[src/rtl/agu_pkg.sv]
package agu_pkg;

    typedef enum logic [2:0] {
        SHK_LSL = 3'd0,
        SHK_LSR = 3'd1,
        SHK_ASR = 3'd2,
        SHK_ROR = 3'd3,
        SHK_RRX = 3'd4
    } shift_kind_e;

    typedef enum logic [1:0] {
        AM_OFFSET = 2'd0,
        AM_PRE    = 2'd1,
        AM_POST   = 2'd2
    } addr_mode_e;

    typedef enum logic [2:0] {
        SQ_IDLE    = 3'd0,
        SQ_ADDR    = 3'd1,
        SQ_WB_PRE  = 3'd2,
        SQ_ACCESS  = 3'd3,
        SQ_WB_POST = 3'd4,
        SQ_DONE    = 3'd5
    } seq_state_e;

    typedef struct packed {
        logic pre;
        logic up;
        logic wbit;
        logic is_byte;
        logic is_load;
    } acc_ctl_t;

    // Addressing variant from the indexing bits.
    function automatic addr_mode_e decode_mode(input logic pre, input logic wbit);
        if (!pre)
            return AM_POST;
        else if (wbit)
            return AM_PRE;
        else
            return AM_OFFSET;
    endfunction

endpackage

[src/rtl/agu_shifter.sv]
module agu_shifter
    import agu_pkg::*;
#(
    parameter int W    = 32,
    parameter int SH_W = $clog2(W)
) (
    input  logic [W-1:0]    val,
    input  shift_kind_e     kind,
    input  logic [SH_W-1:0] amt,
    input  logic            cin,
    output logic [W-1:0]    res,
    output logic            cout
);
    logic [W-1:0]            rev_in;
    logic [W-1:0]            rev_out;
    logic [SH_W:0][W-1:0]    stg;
    logic                    fill;
    logic [SH_W-1:0]         amt_m1;
    logic [SH_W-1:0]         lsl_idx;

    // Left shifts run through the right shifter on a bit-reversed value.
    for (genvar gi = 0; gi < W; gi++) begin : g_rev
        assign rev_in[gi]  = val[W-1-gi];
        assign rev_out[gi] = stg[SH_W][W-1-gi];
    end

    assign fill   = (kind == SHK_ASR) ? val[W-1] : 1'b0;
    assign stg[0] = (kind == SHK_LSL) ? rev_in : val;

    // Logarithmic stages, stage s moves by 2**s.
    for (genvar gs = 0; gs < SH_W; gs++) begin : g_stage
        localparam int K = 1 << gs;
        logic [W-1:0] moved;
        assign moved = (kind == SHK_ROR) ? {stg[gs][K-1:0], stg[gs][W-1:K]}
                                         : {{K{fill}}, stg[gs][W-1:K]};
        assign stg[gs+1] = amt[gs] ? moved : stg[gs];
    end

    assign amt_m1  = amt - SH_W'(1);
    assign lsl_idx = SH_W'(W) - amt;

    always_comb begin
        res  = val;
        cout = cin;
        case (kind)
            SHK_LSL: begin
                res = rev_out;
                if (amt != '0) cout = val[lsl_idx];
            end
            SHK_LSR, SHK_ASR, SHK_ROR: begin
                res = stg[SH_W];
                if (amt != '0) cout = val[amt_m1];
            end
            SHK_RRX: begin
                res  = {cin, val[W-1:1]};
                cout = val[0];
            end
            default: begin
                res  = val;
                cout = cin;
            end
        endcase
    end

endmodule

[src/rtl/agu_addr_calc.sv]
module agu_addr_calc
    import agu_pkg::*;
#(
    parameter int W     = 32,
    parameter int IMM_W = 12
) (
    input  logic [W-1:0]     base,
    input  logic [IMM_W-1:0] imm,
    input  logic [W-1:0]     reg_off,
    input  logic             use_reg,
    input  logic             pre,
    input  logic             up,
    input  logic             wbit,
    input  logic             is_byte,
    output logic [W-1:0]     acc_addr,
    output logic [W-1:0]     upd_val,
    output logic             wb_need,
    output logic             wb_first,
    output logic             fault
);
    localparam int ALIGN_BITS = $clog2(W / 8);

    addr_mode_e   mode;
    logic [W-1:0] off;

    assign mode    = decode_mode(pre, wbit);
    assign off     = use_reg ? reg_off : {{(W-IMM_W){1'b0}}, imm};
    assign upd_val = up ? (base + off) : (base - off);

    always_comb begin
        case (mode)
            AM_POST: begin
                acc_addr = base;
                wb_need  = 1'b1;
                wb_first = 1'b0;
            end
            AM_PRE: begin
                acc_addr = upd_val;
                wb_need  = 1'b1;
                wb_first = 1'b1;
            end
            default: begin
                acc_addr = upd_val;
                wb_need  = 1'b0;
                wb_first = 1'b0;
            end
        endcase
    end

    assign fault = !is_byte && (acc_addr[ALIGN_BITS-1:0] != '0);

endmodule

[src/rtl/agu_seq.sv]
module agu_seq
    import agu_pkg::*;
#(
    parameter int W = 32
) (
    input  logic         clk,
    input  logic         rst,
    input  logic         start,
    input  logic         mem_ready,
    input  logic [W-1:0] calc_addr,
    input  logic [W-1:0] calc_upd,
    input  logic         calc_wb_need,
    input  logic         calc_wb_first,
    input  logic         calc_fault,
    input  logic         calc_cout,
    output logic         accept,
    output logic         busy,
    output logic         mem_req,
    output logic [W-1:0] mem_addr,
    output logic         wb_en,
    output logic [W-1:0] wb_val,
    output logic         align_fault,
    output logic         done,
    output logic         shift_cout
);
    seq_state_e   state_q, state_d;
    logic [W-1:0] addr_q, upd_q;
    logic         need_q, first_q, fault_q, cout_q;

    assign accept = (state_q == SQ_IDLE) && start;

    always_comb begin
        state_d = state_q;
        case (state_q)
            SQ_IDLE:    if (start) state_d = SQ_ADDR;
            SQ_ADDR: begin
                if (calc_fault)
                    state_d = SQ_DONE;
                else if (calc_wb_need && calc_wb_first)
                    state_d = SQ_WB_PRE;
                else
                    state_d = SQ_ACCESS;
            end
            SQ_WB_PRE:  state_d = SQ_ACCESS;
            SQ_ACCESS: begin
                if (mem_ready)
                    state_d = (need_q && !first_q) ? SQ_WB_POST : SQ_DONE;
            end
            SQ_WB_POST: state_d = SQ_DONE;
            SQ_DONE:    state_d = SQ_IDLE;
            default:    state_d = SQ_IDLE;
        endcase
    end

    always_ff @(posedge clk) begin
        if (rst) begin
            state_q <= SQ_IDLE;
            addr_q  <= '0;
            upd_q   <= '0;
            need_q  <= 1'b0;
            first_q <= 1'b0;
            fault_q <= 1'b0;
            cout_q  <= 1'b0;
        end else begin
            state_q <= state_d;
            if (state_q == SQ_ADDR) begin
                addr_q  <= calc_addr;
                upd_q   <= calc_upd;
                need_q  <= calc_wb_need;
                first_q <= calc_wb_first;
                fault_q <= calc_fault;
                cout_q  <= calc_cout;
            end
        end
    end

    assign busy        = (state_q != SQ_IDLE);
    assign mem_req     = (state_q == SQ_ACCESS);
    assign mem_addr    = addr_q;
    assign wb_en       = (state_q == SQ_WB_PRE) || (state_q == SQ_WB_POST);
    assign wb_val      = upd_q;
    assign done        = (state_q == SQ_DONE);
    assign align_fault = done && fault_q;
    assign shift_cout  = cout_q;

    assert_req_hold_R9: assert property (@(posedge clk) disable iff (rst)
        (mem_req && !mem_ready) |=> (mem_req && $stable(mem_addr)));

    assert_done_single_R9: assert property (@(posedge clk) disable iff (rst)
        done |=> !done);

    assert_wb_single_R9: assert property (@(posedge clk) disable iff (rst)
        wb_en |=> !wb_en);

    assert_fault_no_access_R8: assert property (@(posedge clk) disable iff (rst)
        align_fault |-> (!$past(mem_req) && !$past(wb_en)));

    assert_post_wb_after_ready_R3: assert property (@(posedge clk) disable iff (rst)
        (wb_en && !first_q) |-> $past(mem_req && mem_ready));

endmodule

[src/rtl/agu_wb_top.sv]
module agu_wb_top
    import agu_pkg::*;
#(
    parameter int W     = 32,
    parameter int IMM_W = 12
) (
    input  logic                 clk,
    input  logic                 rst,
    input  logic                 req_valid,
    input  logic [W-1:0]         base_val,
    input  logic [IMM_W-1:0]     off_imm,
    input  logic [W-1:0]         off_reg,
    input  logic                 off_use_reg,
    input  logic [2:0]           shift_kind,
    input  logic [$clog2(W)-1:0] shift_amt,
    input  logic                 shift_cin,
    input  logic                 ctl_pre,
    input  logic                 ctl_up,
    input  logic                 ctl_wb,
    input  logic                 ctl_byte,
    input  logic                 ctl_load,
    input  logic                 mem_ready,
    output logic                 busy,
    output logic                 mem_req,
    output logic [W-1:0]         mem_addr,
    output logic                 mem_byte,
    output logic                 mem_load,
    output logic                 wb_en,
    output logic [W-1:0]         wb_val,
    output logic                 align_fault,
    output logic                 done,
    output logic                 shift_cout
);
    localparam int SH_W = $clog2(W);

    logic [W-1:0]     base_q, reg_q, shifted;
    logic [IMM_W-1:0] imm_q;
    logic             use_reg_q, cin_q;
    logic [2:0]       kind_q;
    logic [SH_W-1:0]  amt_q;
    acc_ctl_t         ctl_q;
    logic             accept, sh_cout;
    logic [W-1:0]     calc_addr, calc_upd;
    logic             calc_need, calc_first, calc_fault;

    always_ff @(posedge clk) begin
        if (rst) begin
            base_q    <= '0;
            reg_q     <= '0;
            imm_q     <= '0;
            use_reg_q <= 1'b0;
            cin_q     <= 1'b0;
            kind_q    <= '0;
            amt_q     <= '0;
            ctl_q     <= '0;
        end else if (accept) begin
            base_q    <= base_val;
            reg_q     <= off_reg;
            imm_q     <= off_imm;
            use_reg_q <= off_use_reg;
            cin_q     <= shift_cin;
            kind_q    <= shift_kind;
            amt_q     <= shift_amt;
            ctl_q     <= '{pre: ctl_pre, up: ctl_up, wbit: ctl_wb,
                           is_byte: ctl_byte, is_load: ctl_load};
        end
    end

    agu_shifter #(.W(W), .SH_W(SH_W)) i_shift (
        .val  (reg_q),
        .kind (shift_kind_e'(kind_q)),
        .amt  (amt_q),
        .cin  (cin_q),
        .res  (shifted),
        .cout (sh_cout)
    );

    agu_addr_calc #(.W(W), .IMM_W(IMM_W)) i_calc (
        .base     (base_q),
        .imm      (imm_q),
        .reg_off  (shifted),
        .use_reg  (use_reg_q),
        .pre      (ctl_q.pre),
        .up       (ctl_q.up),
        .wbit     (ctl_q.wbit),
        .is_byte  (ctl_q.is_byte),
        .acc_addr (calc_addr),
        .upd_val  (calc_upd),
        .wb_need  (calc_need),
        .wb_first (calc_first),
        .fault    (calc_fault)
    );

    agu_seq #(.W(W)) i_seq (
        .clk           (clk),
        .rst           (rst),
        .start         (req_valid),
        .mem_ready     (mem_ready),
        .calc_addr     (calc_addr),
        .calc_upd      (calc_upd),
        .calc_wb_need  (calc_need),
        .calc_wb_first (calc_first),
        .calc_fault    (calc_fault),
        .calc_cout     (sh_cout),
        .accept        (accept),
        .busy          (busy),
        .mem_req       (mem_req),
        .mem_addr      (mem_addr),
        .wb_en         (wb_en),
        .wb_val        (wb_val),
        .align_fault   (align_fault),
        .done          (done),
        .shift_cout    (shift_cout)
    );

    assign mem_byte = ctl_q.is_byte;
    assign mem_load = ctl_q.is_load;

    assert_offset_no_wb_R1: assert property (@(posedge clk) disable iff (rst)
        wb_en |-> !(ctl_q.pre && !ctl_q.wbit));

    assert_pre_wb_then_access_R2: assert property (@(posedge clk) disable iff (rst)
        (wb_en && ctl_q.pre) |=> mem_req);

    assert_fault_word_only_R8: assert property (@(posedge clk) disable iff (rst)
        align_fault |-> !ctl_q.is_byte);

    assert_busy_keeps_ops_R10: assert property (@(posedge clk) disable iff (rst)
        (busy && req_valid) |=> ($stable(ctl_q) && $stable(base_q)));

endmodule

[config.mk]
export PLATFORM = sky130hd
export DESIGN_NAME = agu_wb_top
export DESIGN_NICKNAME = d
export VERILOG_FILES = /design/src/rtl/agu_pkg.sv /design/src/rtl/agu_shifter.sv /design/src/rtl/agu_addr_calc.sv /design/src/rtl/agu_seq.sv /design/src/rtl/agu_wb_top.sv
export SDC_FILE = /design/constraint.sdc
export NUM_CORES = 1
export LEC_CHECK = 0
export BUFFER_PORTS_ARGS = -buffer_cell sky130_fd_sc_hd__buf_2
export CORE_ASPECT_RATIO = 0.9
export CORE_MARGIN = 3
export CORE_UTILIZATION = 56
export CTS_BUF_LIST = sky130_fd_sc_hd__clkbuf_2
export DETAILED_ROUTE_END_ITERATION = 8
export PLACE_DENSITY = 0.85
export SYNTH_ARGS = -nofsm -noshare
export SYNTH_HDL_FRONTEND = slang
export SYNTH_SLANG_ARGS = --single-unit
[constraint.sdc]
create_clock -name clk -period 6.2 [get_ports clk]
set_input_delay 0.62 -clock clk [delete_from_list [all_inputs] [get_ports clk]]
set_output_delay 0.62 -clock clk [all_outputs]
set_load 0.03 [all_outputs]
==> results of run 1 <==
-- kinds of logic after synthesis --
group	count (synthesis)
muxes	200
xor gates and xnor gates	64
DFF	162
adders and majority gates	35
and+or+nand+nor	652
AOI/OAI and AO/OA	505
buffers and inverters	197
-- metrics by stage --
stage / utilization / cells
2_1_floorplan: - / 1815
3_3_place_gp: 0.748 / 2605
3_5_place_dp: 0.748 / 2605
4_1_cts: 0.804 / 2707
-- metal layers --
metal	overflow	GRT usage
met1	5	0.811
met2	77	0.945
met5	3	0.436
met3	12	0.684
met4	58	0.762
-- synth_stat cells (6+ instances only) --
cell type,n,share of area
a211oi_1,47,0.025
a21o_1,16,0.0085
a21oi_1,199,0.071
a221oi_1,12,0.0075
a222oi_1,6,0.0043
a22o_1,8,0.0050
a22oi_1,12,0.0064
a31oi_1,19,0.0084
and2_1,9,0.0040
and3_1,12,0.0053
buf_1,21,0.0056
buf_2,17,0.0060
clkbuf_1,125,0.033
dfxtp_1,162,0.23
ha_1,34,0.030
inv_1,24,0.0064
mux2_1,6,0.0048
mux2_2,29,0.023
mux2i_1,104,0.074
mux4_2,60,0.096
nand2_1,372,0.099
nand2b_1,8,0.0036
nand3_1,32,0.011
nand3b_1,7,0.0037
nand4_1,6,0.0027
nor2_1,114,0.030
nor2b_1,16,0.0071
nor3_1,39,0.014
o211ai_1,7,0.0037
o21a_1,6,0.0032
o21ai_0,47,0.017
o21bai_1,9,0.0048
o221ai_1,14,0.0087
o22ai_1,14,0.0062
o31a_1,7,0.0044
o31ai_1,10,0.0053
or3_1,7,0.0031
xnor2_1,45,0.028
xor2_1,19,0.012
-- repair_timing --
action / 4_1_cts
cloned: 2
setup endpoints to repair: 20
hold buffers: 49
resized for setup: 100
pin swaps: 28
endpoints found under the hold margin: 49
buffers inserted: 21
==> results.md, run 1 <==
- Maximum number of pins on one net before global-route repair: 87
- Category of the worst endpoint: register input
- Antenna violations before repair: 18
- Dpl ws: -0.444 ns
- Adder-cell share of the synthesized area: 0.0317
- I/O Pins: 167
- Cell at the root of the clock tree: clkbuf_2
- Combinational family with the most area after synthesis: compound AO/OA/AOI/OAI gates
- Number of library cell types mapped by synthesis: between 90 and 100
- Top flip-flop cell by instance count after synthesis: dfxtp_1
- # H-tree levels: 4
- Final weighted congestion of routability-driven global placement: 1.19
- Last reported worst endpoint of the global-route repair pass: i_seq.wb_val[27]$_SDFFE_PP0P_/D
- Die Ht: 156 um
- Clock sink count: 162
- Row cnt: 54
- Overall Global Routing Usage: 0.803
- EDFF count, synth: 0
- Mux share of post-synthesis cell area: 0.199
- Warning count from the yosys run: 0
- Total congestion overflow after global routing: around 160
- Die X-Extent: approximately 170 um
- Port-buffer cells: 166
- Fraction of synthesized cell area in xor and xnor cells: 0.0398
- Part of the Yosys area used for sequential elements: 0.230
- Post-Synthesis Cells: 1,815
- Status: did not finish
- Area fraction in compound gates after synthesis: 0.238
- Mean Syn Cell Area: 7.75 um^2
- Netlist Area Pre-Place: 0.0141 mm^2
- Initial Utilization: 0.575
- Total clock buffers created by CTS: 17
- Estimated wirelength of the detail-placed design: between 50,000 and 60,000 um
- Synthesized-area fraction occupied by and/or/nand/nor cells: 0.204
- Max Root-Sink Buffers: 2
- Number of register bits inferred by synthesis: 162
- Net count of the mapped netlist: 1,945
- Post-placement cell area: 0.0183 mm^2
- Run Error: [ERROR GRT-0232] Routing congestion too high. Check the congestion heatmap in the GUI.
- Fraction of synthesis flops using an asynchronous set or reset pin: 0
- Stage reached: global routing (5_1_grt)
==> run 2, diff against run 1 <==
Settings changed: CORE_ASPECT_RATIO 0.9 to default, CORE_UTILIZATION 56 to 40, CTS_BUF_LIST sky130_fd_sc_hd__clkbuf_2 to default, PLACE_DENSITY 0.85 to default, PLACE_DENSITY_LB_ADDON from default to 0.15.
Clock period 6.2 ns to 8.06 ns, I/O delays scaled along.
==> run 2 against run 1 <==
Against the previous run:
- the flow now finishes without violations
- synthesized cell count is the same
- synthesized area is the same
==> results.md, run 2 <==
- I/O Pins: 167 (unchanged)
- Most frequent cells in the layout: 371 x nand2_1, 199 x a21oi_1, 165 x buf_2
- Count of unresolved DRC violations after routing: 0
- Ant. Diodes: 0
- Capturing point of the worst reg2reg path: i_seq.mem_addr[26]$_SDFFE_PP0P_
- Transition time of the tightest slew-check pin: 1.09 ns
- Total clock buffers created by CTS: 17 (unchanged)
- Hold Crit Class: reg -> reg
- Number of cells on the worst reg-to-reg path: 25
- Number of cells on the worst hold path: 2
- Die Ht: 194 um (was 156 um)
- Commonest cells in the netlist: 372 x nand2_1, 199 x a21oi_1, 162 x dfxtp_1 (unchanged)
- Worst hold path endpoint: i_seq.wb_val[5]$_SDFFE_PP0P_
- Port-buffer cells: 166 (unchanged)
- CP Class: reg -> reg
- Antenna violations before repair: 1
- Die area: between 0.03 and 0.04 mm^2
- Maximum number of pins on one net before global-route repair: 96
- Clock Pin Slew Worst Setup and Hold Paths: approximately 0.070 ns
- Final-report max-slew violation count: 0
- Core footprint: 0.0346 mm^2
- # fillers: 3,502
- Fin nets: 2,023
- Warning count from the yosys run: 0 (unchanged)
- Area grow syn2layout: 12.8%
- Antenna-violating nets left: 0
- Highest-utilization routing layer at the global route stage: met2
- Latest clock arrival within the worst-skew pair: 0.45 ns
- Post-Route Setup TNS: 0 ns
- TritonCTS clock tree: done
- Estimated wirelength of the detail-placed design: 47,500 um (was 52,200 um)
- Number of register bits inferred by synthesis: 162 (unchanged)
- Cts hold-fix bufs: 0 (was 49)
- Peak supply drop: 214 uV
- Netlist Area Pre-Place: 0.0141 mm^2 (unchanged)
- MaxCap Viol Count: 0
- Via-per-instance ratio: around 6.3
- Mean Syn Cell Area: 7.75 um^2 (unchanged)
- Die X-Extent: 194 um (was 173 um)
- Global-route met3 utilization: 0.0533
- Cell at the root of the clock tree: clkbuf_16 (was clkbuf_2)
- Met1 GRT Util: 0.396
- Power density cells: about 280 mW/mm^2
- # H-tree levels: 4 (unchanged)
- Overall Global Routing Usage: 0.322
- Number of library cell types mapped by synthesis: 98 (unchanged)
- Post-Synthesis Cells: 1,815 (unchanged)
- Worst clock skew: roughly 0.014 ns
- Initial Utilization: 0.406 (was 0.575)
- Max Root-Sink Buffers: 2 (unchanged)
- Drt first-iter violations: 1,468
- Crit Path Max Fanout: 34
- EDFF count, synth: 0 (unchanged)
- Fraction of synthesis flops using an asynchronous set or reset pin: 0 (unchanged)
- Min-delay src: i_seq.wb_val[5]$_SDFFE_PP0P_
- First-pass detailed-route iteration total: 6
- Share of layout cells above drive strength 1: 0.203
- Headroom to the max-slew limit: 0.265
- Top-area cell type share of the netlist area: 0.230 (unchanged)
- Buffer count from post-CTS setup fixing: 0 (was 21)
- Number of failing setup endpoints in the final timing report: 0
- Endpoint required time on the critical path: around 8.4 ns
- Maximum clock frequency: approximately 130 MHz
- Register-to-Register Setup Slack: 0.64 ns
- Dominant cell type by area after synthesis: dfxtp_1 (unchanged)
- Final wirelength: approximately 62,000 um
- Worst setup SP type: register
- Net count of the mapped netlist: 1,945 (unchanged)
- Post-cts resize count: 0 (was 100)
- Status: complete, no violations (was did not finish)
- RSZ-0062 raised after global routing: false
- Part of the Yosys area used for sequential elements: 0.230 (unchanged)
- Row cnt: 68 (was 54)
- Top flip-flop cell by instance count after synthesis: dfxtp_1 (unchanged)
- Most common library cell in the layout ignoring fill and taps: nand2_1
- Leading cell type by number of instances after synthesis: nand2_1 (unchanged)
- Leakage power total: 6.11 nW
- Number of endpoints with negative hold slack in the final report: 0
- Total congestion overflow after global routing: 0
- Number of global-route vias before repair: 14,348
- Total number of vias: 14,825
- Clock sink count: 162 (unchanged)
- Final routed wire length divided by cell count: roughly 26 um
- Total Power Consumption: about 0.0045 W
- Minimum clock period after layout: 7.42 ns
- Largest cells by area after synthesis: dfxtp_1 23%, nand2_1 9.9%, mux4_2 9.6%, mux2i_1 7.4%, a21oi_1 7.1% (unchanged)
- Endpoint arrival time on the critical path: 7.78 ns
- Crit path capture type: register
- Met2 Usage GRT: 0.519
- Source of the worst register-to-register timing path: kind_q[2]$_SDFFE_PP0P_
- Final weighted congestion of routability-driven global placement: 1.01 (was 1.19)
- Wire length of the first global-routing pass: a little over 90,000 um
- Post-route clock period utilization: 0.921
==> run 2: cell counts after synthesis <==
No cell type changed its count.
==> run 2: logic make-up (layout without fill, tap and decap cells) <==
group | after synthesis | in the layout | synth area share
XOR/XNOR | 64 | 64 | 0.0398
multiplexers | 200 | 200 | 0.199
adder cells (fa/ha/maj) | 35 | 35 | 0.0317
AND/OR/NAND/NOR | 652 | 652 | 0.204
flip-flops | 162 | 162 | 0.230
buffers and inverters | 197 | 287 | 0.0568
AO/OA/AOI/OAI | 505 | 505 | 0.238
==> run 2: final cells by class <==
cell class                 count  area [um^2]  share of cell area
clock inverter                14          146             0.00922
multi-input combinational   1456        10100               0.633
tap                          455          569              0.0359
sequential                   162         3250               0.205
timing repair buffer         229         1330              0.0839
inverter                      27          101             0.00638
clock buffer                  17          425              0.0268
==> run 2: routing by layer <==
layer	up-vias	wire, um
met5	-	0
met4	0	5020
met3	211	4040
met2	715	28300
met1	7087	24900
li1	6812	-
==> run 2: how the worst max path moves through the flow <==
stage / from / endpoint / slack (ns) / cells after the start
floorplan: amt_q[0]$_SDFFE_PP0P_ / i_seq.mem_addr[31]$_SDFFE_PP0P_ / 1.77 / 27
global placement: amt_q[1]$_SDFFE_PP0P_ / i_seq.mem_addr[29]$_SDFFE_PP0P_ / 0.70 / 25
detailed placement: amt_q[1]$_SDFFE_PP0P_ / i_seq.mem_addr[26]$_SDFFE_PP0P_ / 0.59 / 24
CTS: amt_q[1]$_SDFFE_PP0P_ / i_seq.mem_addr[26]$_SDFFE_PP0P_ / 0.55 / 24
global route: kind_q[2]$_SDFFE_PP0P_ / i_seq.mem_addr[26]$_SDFFE_PP0P_ / 0.005 / 25
finish: kind_q[2]$_SDFFE_PP0P_ / i_seq.mem_addr[26]$_SDFFE_PP0P_ / 0.64 / 25
==> run 2: worst max-delay path, cell delays in order, from the launching register on <==
cell and delay [ns]:
dfxtp_1 0.58, or3_4 0.35, buf_12 0.28, mux2_2 0.41
mux2i_1 0.33, buf_4 0.23, a22o_1 0.35, o221ai_1 0.30
o221a_1 0.38, o31ai_2 0.34, nand4_1 0.21, nor3_1 0.32
nand3_1 0.23, nor3b_2 0.38, nor2_1 0.09, xnor2_1 0.17
ha_1 0.39, nand2_1 0.16, a2111oi_0 0.45, buf_4 0.21
o31ai_1 0.10, a211oi_1 0.42, a21oi_1 0.15, xnor2_1 0.20
nand2_1 0.08, a211oi_1 0.21
==> run 2: metrics by stage <==
stage                util  instance area (um^2)  setup slack, ns  hold slack [ns]  instances
global route        0.458                 15900          0.00512            0.469       2360
floorplan               -                 14100             1.77            0.427       1815
detailed placement  0.441                 15300            0.592            0.446       2328
finish              0.458                 15900            0.637            0.450       2360
global placement    0.441                 15300            0.704            0.439       2328
CTS                 0.458                 15900            0.554            0.455       2359
==> run 2: power by group <==
part / internal [W] / switching (W) / leakage [nW] / total (W)
Combinational: 0.000925 / 0.00160 / 4.50 / 0.00252
Sequential: 0.000944 / 0.000188 / 1.33 / 0.00113
Clock: 0.000434 / 0.000374 / 0.280 / 0.000808
Total: 0.00230 / 0.00216 / 6.11 / 0.00446
Power figures use the tool's default switching activity.
==> run 3, diff against run 2 <==
Settings changed: CORE_ASPECT_RATIO from default to 1.2.
==> run 3 against run 2 <==
Against the previous run:
- hold slack got worse by 0.00084 ns
- core utilization increased by 0.57 points
- sequential power about the same
- critical path depth increased by 2
- critical endpoint unchanged
==> results.md, run 3 (synthesis gave the netlist of run 2 again) <==
- Status: complete, no violations (unchanged)
- Die area: 0.0375 mm^2 (about the same)
- Latest clock arrival within the worst-skew pair: 0.46 ns (was 0.45 ns)
- Overall Global Routing Usage: 0.328 (was 0.322)
- Crit path capture type: register (unchanged)
- Max Root-Sink Buffers: 2 (unchanged)
- I/O Pins: 167 (unchanged)
- Power density cells: 280 mW/mm^2 (was 281 mW/mm^2)
- Headroom to the max-slew limit: 0.325 (was 0.265)
- Share of layout cells above drive strength 1: 0.206 (was 0.203)
- Switching component of the power: 0.00214 W (was 0.00216 W)
- Post-placement cell area: 0.0153 mm^2 (about the same)
- Number of endpoints with negative hold slack in the final report: 0 (unchanged)
- First-pass detailed-route iteration total: 5 (was 6)
- Die Ht: 211 um (was 194 um)
- Most frequent cells in the layout: 371 x nand2_1, 199 x a21oi_1, 165 x buf_2 (unchanged)
- Core footprint: 0.0344 mm^2 (was 0.0346 mm^2)
- RSZ-0062 raised after global routing: false (unchanged)
- Share of power burned in the clock network: 0.183 (was 0.181)
- Sequential cell area in the final layout: 0.00325 mm^2 (unchanged)
- MaxCap Viol Count: 0 (unchanged)
- Port-buffer cells: 166 (unchanged)
- Number of failing setup endpoints in the final timing report: 0 (unchanged)
- Ant. Diodes: 0 (unchanged)
- Switch share: 0.480 (was 0.484)
- Total clock buffers created by CTS: 17 (unchanged)
- Final-report max-slew violation count: 0 (unchanged)
- Maximum number of pins on one net before global-route repair: 92 (was 96)
- Crit Path Max Fanout: 38 (was 34)
- Peak supply drop: 149 uV (was 214 uV)
- Comb power frac: 0.566 (was 0.565)
- Estimated wirelength of the detail-placed design: 48,100 um (was 47,500 um)
- Clock Pin Slew Worst Setup and Hold Paths: 0.07 ns (about the same)
- Post-route clock period utilization: 0.944 (was 0.921)
- Final weighted congestion of routability-driven global placement: 1.09 (was 1.01)
- CP Class: reg -> reg (unchanged)
- TritonCTS clock tree: done (unchanged)
- Buffer count from post-CTS setup fixing: 0 (unchanged)
- Antenna violations before repair: 1 (unchanged)
- Final routed wire length divided by cell count: 26.4 um (about the same)
- Hold Crit Class: reg -> reg (unchanged)
- Die X-Extent: 177 um (was 194 um)
- Clock sink count: 162 (unchanged)
- Drt first-iter violations: 1,295 (was 1,468)
- Most common library cell in the layout ignoring fill and taps: nand2_1 (unchanged)
- Endpoint arrival time on the critical path: 7.96 ns (was 7.78 ns)
- Cell at the root of the clock tree: clkbuf_16 (unchanged)
- Transition time of the tightest slew-check pin: 1.01 ns (was 1.09 ns)
- Total congestion overflow after global routing: 0 (unchanged)
- Seq pwr share: 0.252 (was 0.254)
- Maximum clock frequency: 131 MHz (was 135 MHz)
- Internal Power: 0.00232 W (was 0.00230 W)
- Cts hold-fix bufs: 0 (unchanged)
- Via-per-instance ratio: 6.23 (was 6.28)
- # fillers: 3,511 (was 3,502)
- Final wirelength: 62,500 um (was 62,300 um)
- Post-Route Setup TNS: 0 ns (unchanged)
- Worst setup SP type: register (unchanged)
- Area grow syn2layout: 13.3% (was 12.8%)
- Worst clock skew: 0.0147 ns (was 0.0136 ns)
- Area occupied by multi-input gates: 0.0101 mm^2 (unchanged)
- Count of unresolved DRC violations after routing: 0 (unchanged)
- Dpl ws: 0.584 ns (was 0.592 ns)
- Post-route worst hold slack: 0.450 ns (about the same)
- Post-cts resize count: 0 (unchanged)
- Total number of vias: 14,763 (was 14,825)
- Leakage power total: 6.15 nW (was 6.11 nW)
- Endpoint required time on the critical path: 8.41 ns (was 8.42 ns)
- Wire length of the first global-routing pass: 92,100 um (was 92,600 um)
- Antenna-violating nets left: 0 (unchanged)
- Number of global-route vias before repair: 14,325 (was 14,348)
- Post-route cell area: 0.0159 mm^2 (about the same)
- Row cnt: 74 (was 68)
- Initial Utilization: 0.410 (was 0.406)
- Fin nets: 2,031 (was 2,023)
- Total Power Consumption: 0.00446 W (about the same)
- Minimum clock period after layout: 7.61 ns (was 7.42 ns)
- Setup slack after layout: 0.452 ns (was 0.637 ns)
- # H-tree levels: 4 (unchanged)
==> run 3: changes by cell type in the layout (fill, tap and decap cells not counted), sizes merged <==
cell    before  now
inv         32   33
buf        229  237
clkbuf      17   18
clkinv       7    5
==> run 3: worst max-delay path, cell delays in order (launching register included) <==
cell       delay, ns
dfxtp_1         0.62
or3_4           0.43
buf_12          0.29
mux2_2          0.45
mux2i_1         0.22
mux2i_1         0.14
a222oi_1        0.49
o221ai_1        0.37
a21oi_1         0.33
or3b_4          0.46
nor2_1          0.23
a31oi_1         0.14
xnor2_1         0.18
ha_1            0.36
a21o_1          0.19
a21o_1          0.18
a21o_1          0.17
a21o_1          0.17
a21o_1          0.17
a21oi_1         0.27
a2111oi_0       0.16
buf_4           0.16
o31ai_1         0.31
a211oi_1        0.19
a21oi_1         0.23
xnor2_1         0.20
nand2_1         0.10
a211oi_1        0.24
==> run 3: cell type report <==
type                       count  share of cell area
timing repair buffer         237              0.0873
inverter                      27             0.00636
tap                          456              0.0358
clock buffer                  18              0.0275
sequential                   162               0.204
multi-input combinational   1456               0.630
clock inverter                13             0.00879
==> run 3: through the flow <==
stage	utilization	std cells
floorplan	-	1815
global placement	0.447	2337
detailed placement	0.447	2337
CTS	0.464	2368
global route	0.464	2369
finish	0.464	2369
==> run 3: path summary, 6_finish.rpt <==
check / start / endpoint / slack [ns] / cells past startpoint
worst min register to register: i_seq.mem_addr[2]$_SDFFE_PP0P_ / i_seq.mem_addr[2]$_SDFFE_PP0P_ / 0.45 / 2
worst max register to register: kind_q[2]$_SDFFE_PP0P_ / i_seq.mem_addr[26]$_SDFFE_PP0P_ / 0.45 / 27
worst max-delay path: kind_q[2]$_SDFFE_PP0P_ / i_seq.mem_addr[26]$_SDFFE_PP0P_ / 0.45 / 27
worst min-delay path: i_seq.mem_addr[2]$_SDFFE_PP0P_ / i_seq.mem_addr[2]$_SDFFE_PP0P_ / 0.45 / 2
==> run 3: power groups by stage <==
stage	combinational, W	clock [W]	sequential (W)
floorplan	0.00167	0	0.00120
global placement	0.00248	0	0.00114
detailed placement	0.00249	0	0.00114
CTS	0.00250	0.000833	0.00112
global route	0.00273	0.000857	0.00114
finish	0.00252	0.000815	0.00112
==> run 3: metal layers <==
metal  part of all wire  vias up  global-route usage
li1                   -     6792                   -
met1               0.38     7131               0.380
met2               0.48      649               0.557
met3              0.062      189              0.0556
met4              0.073        2               0.213
met5            0.00029        -                   0
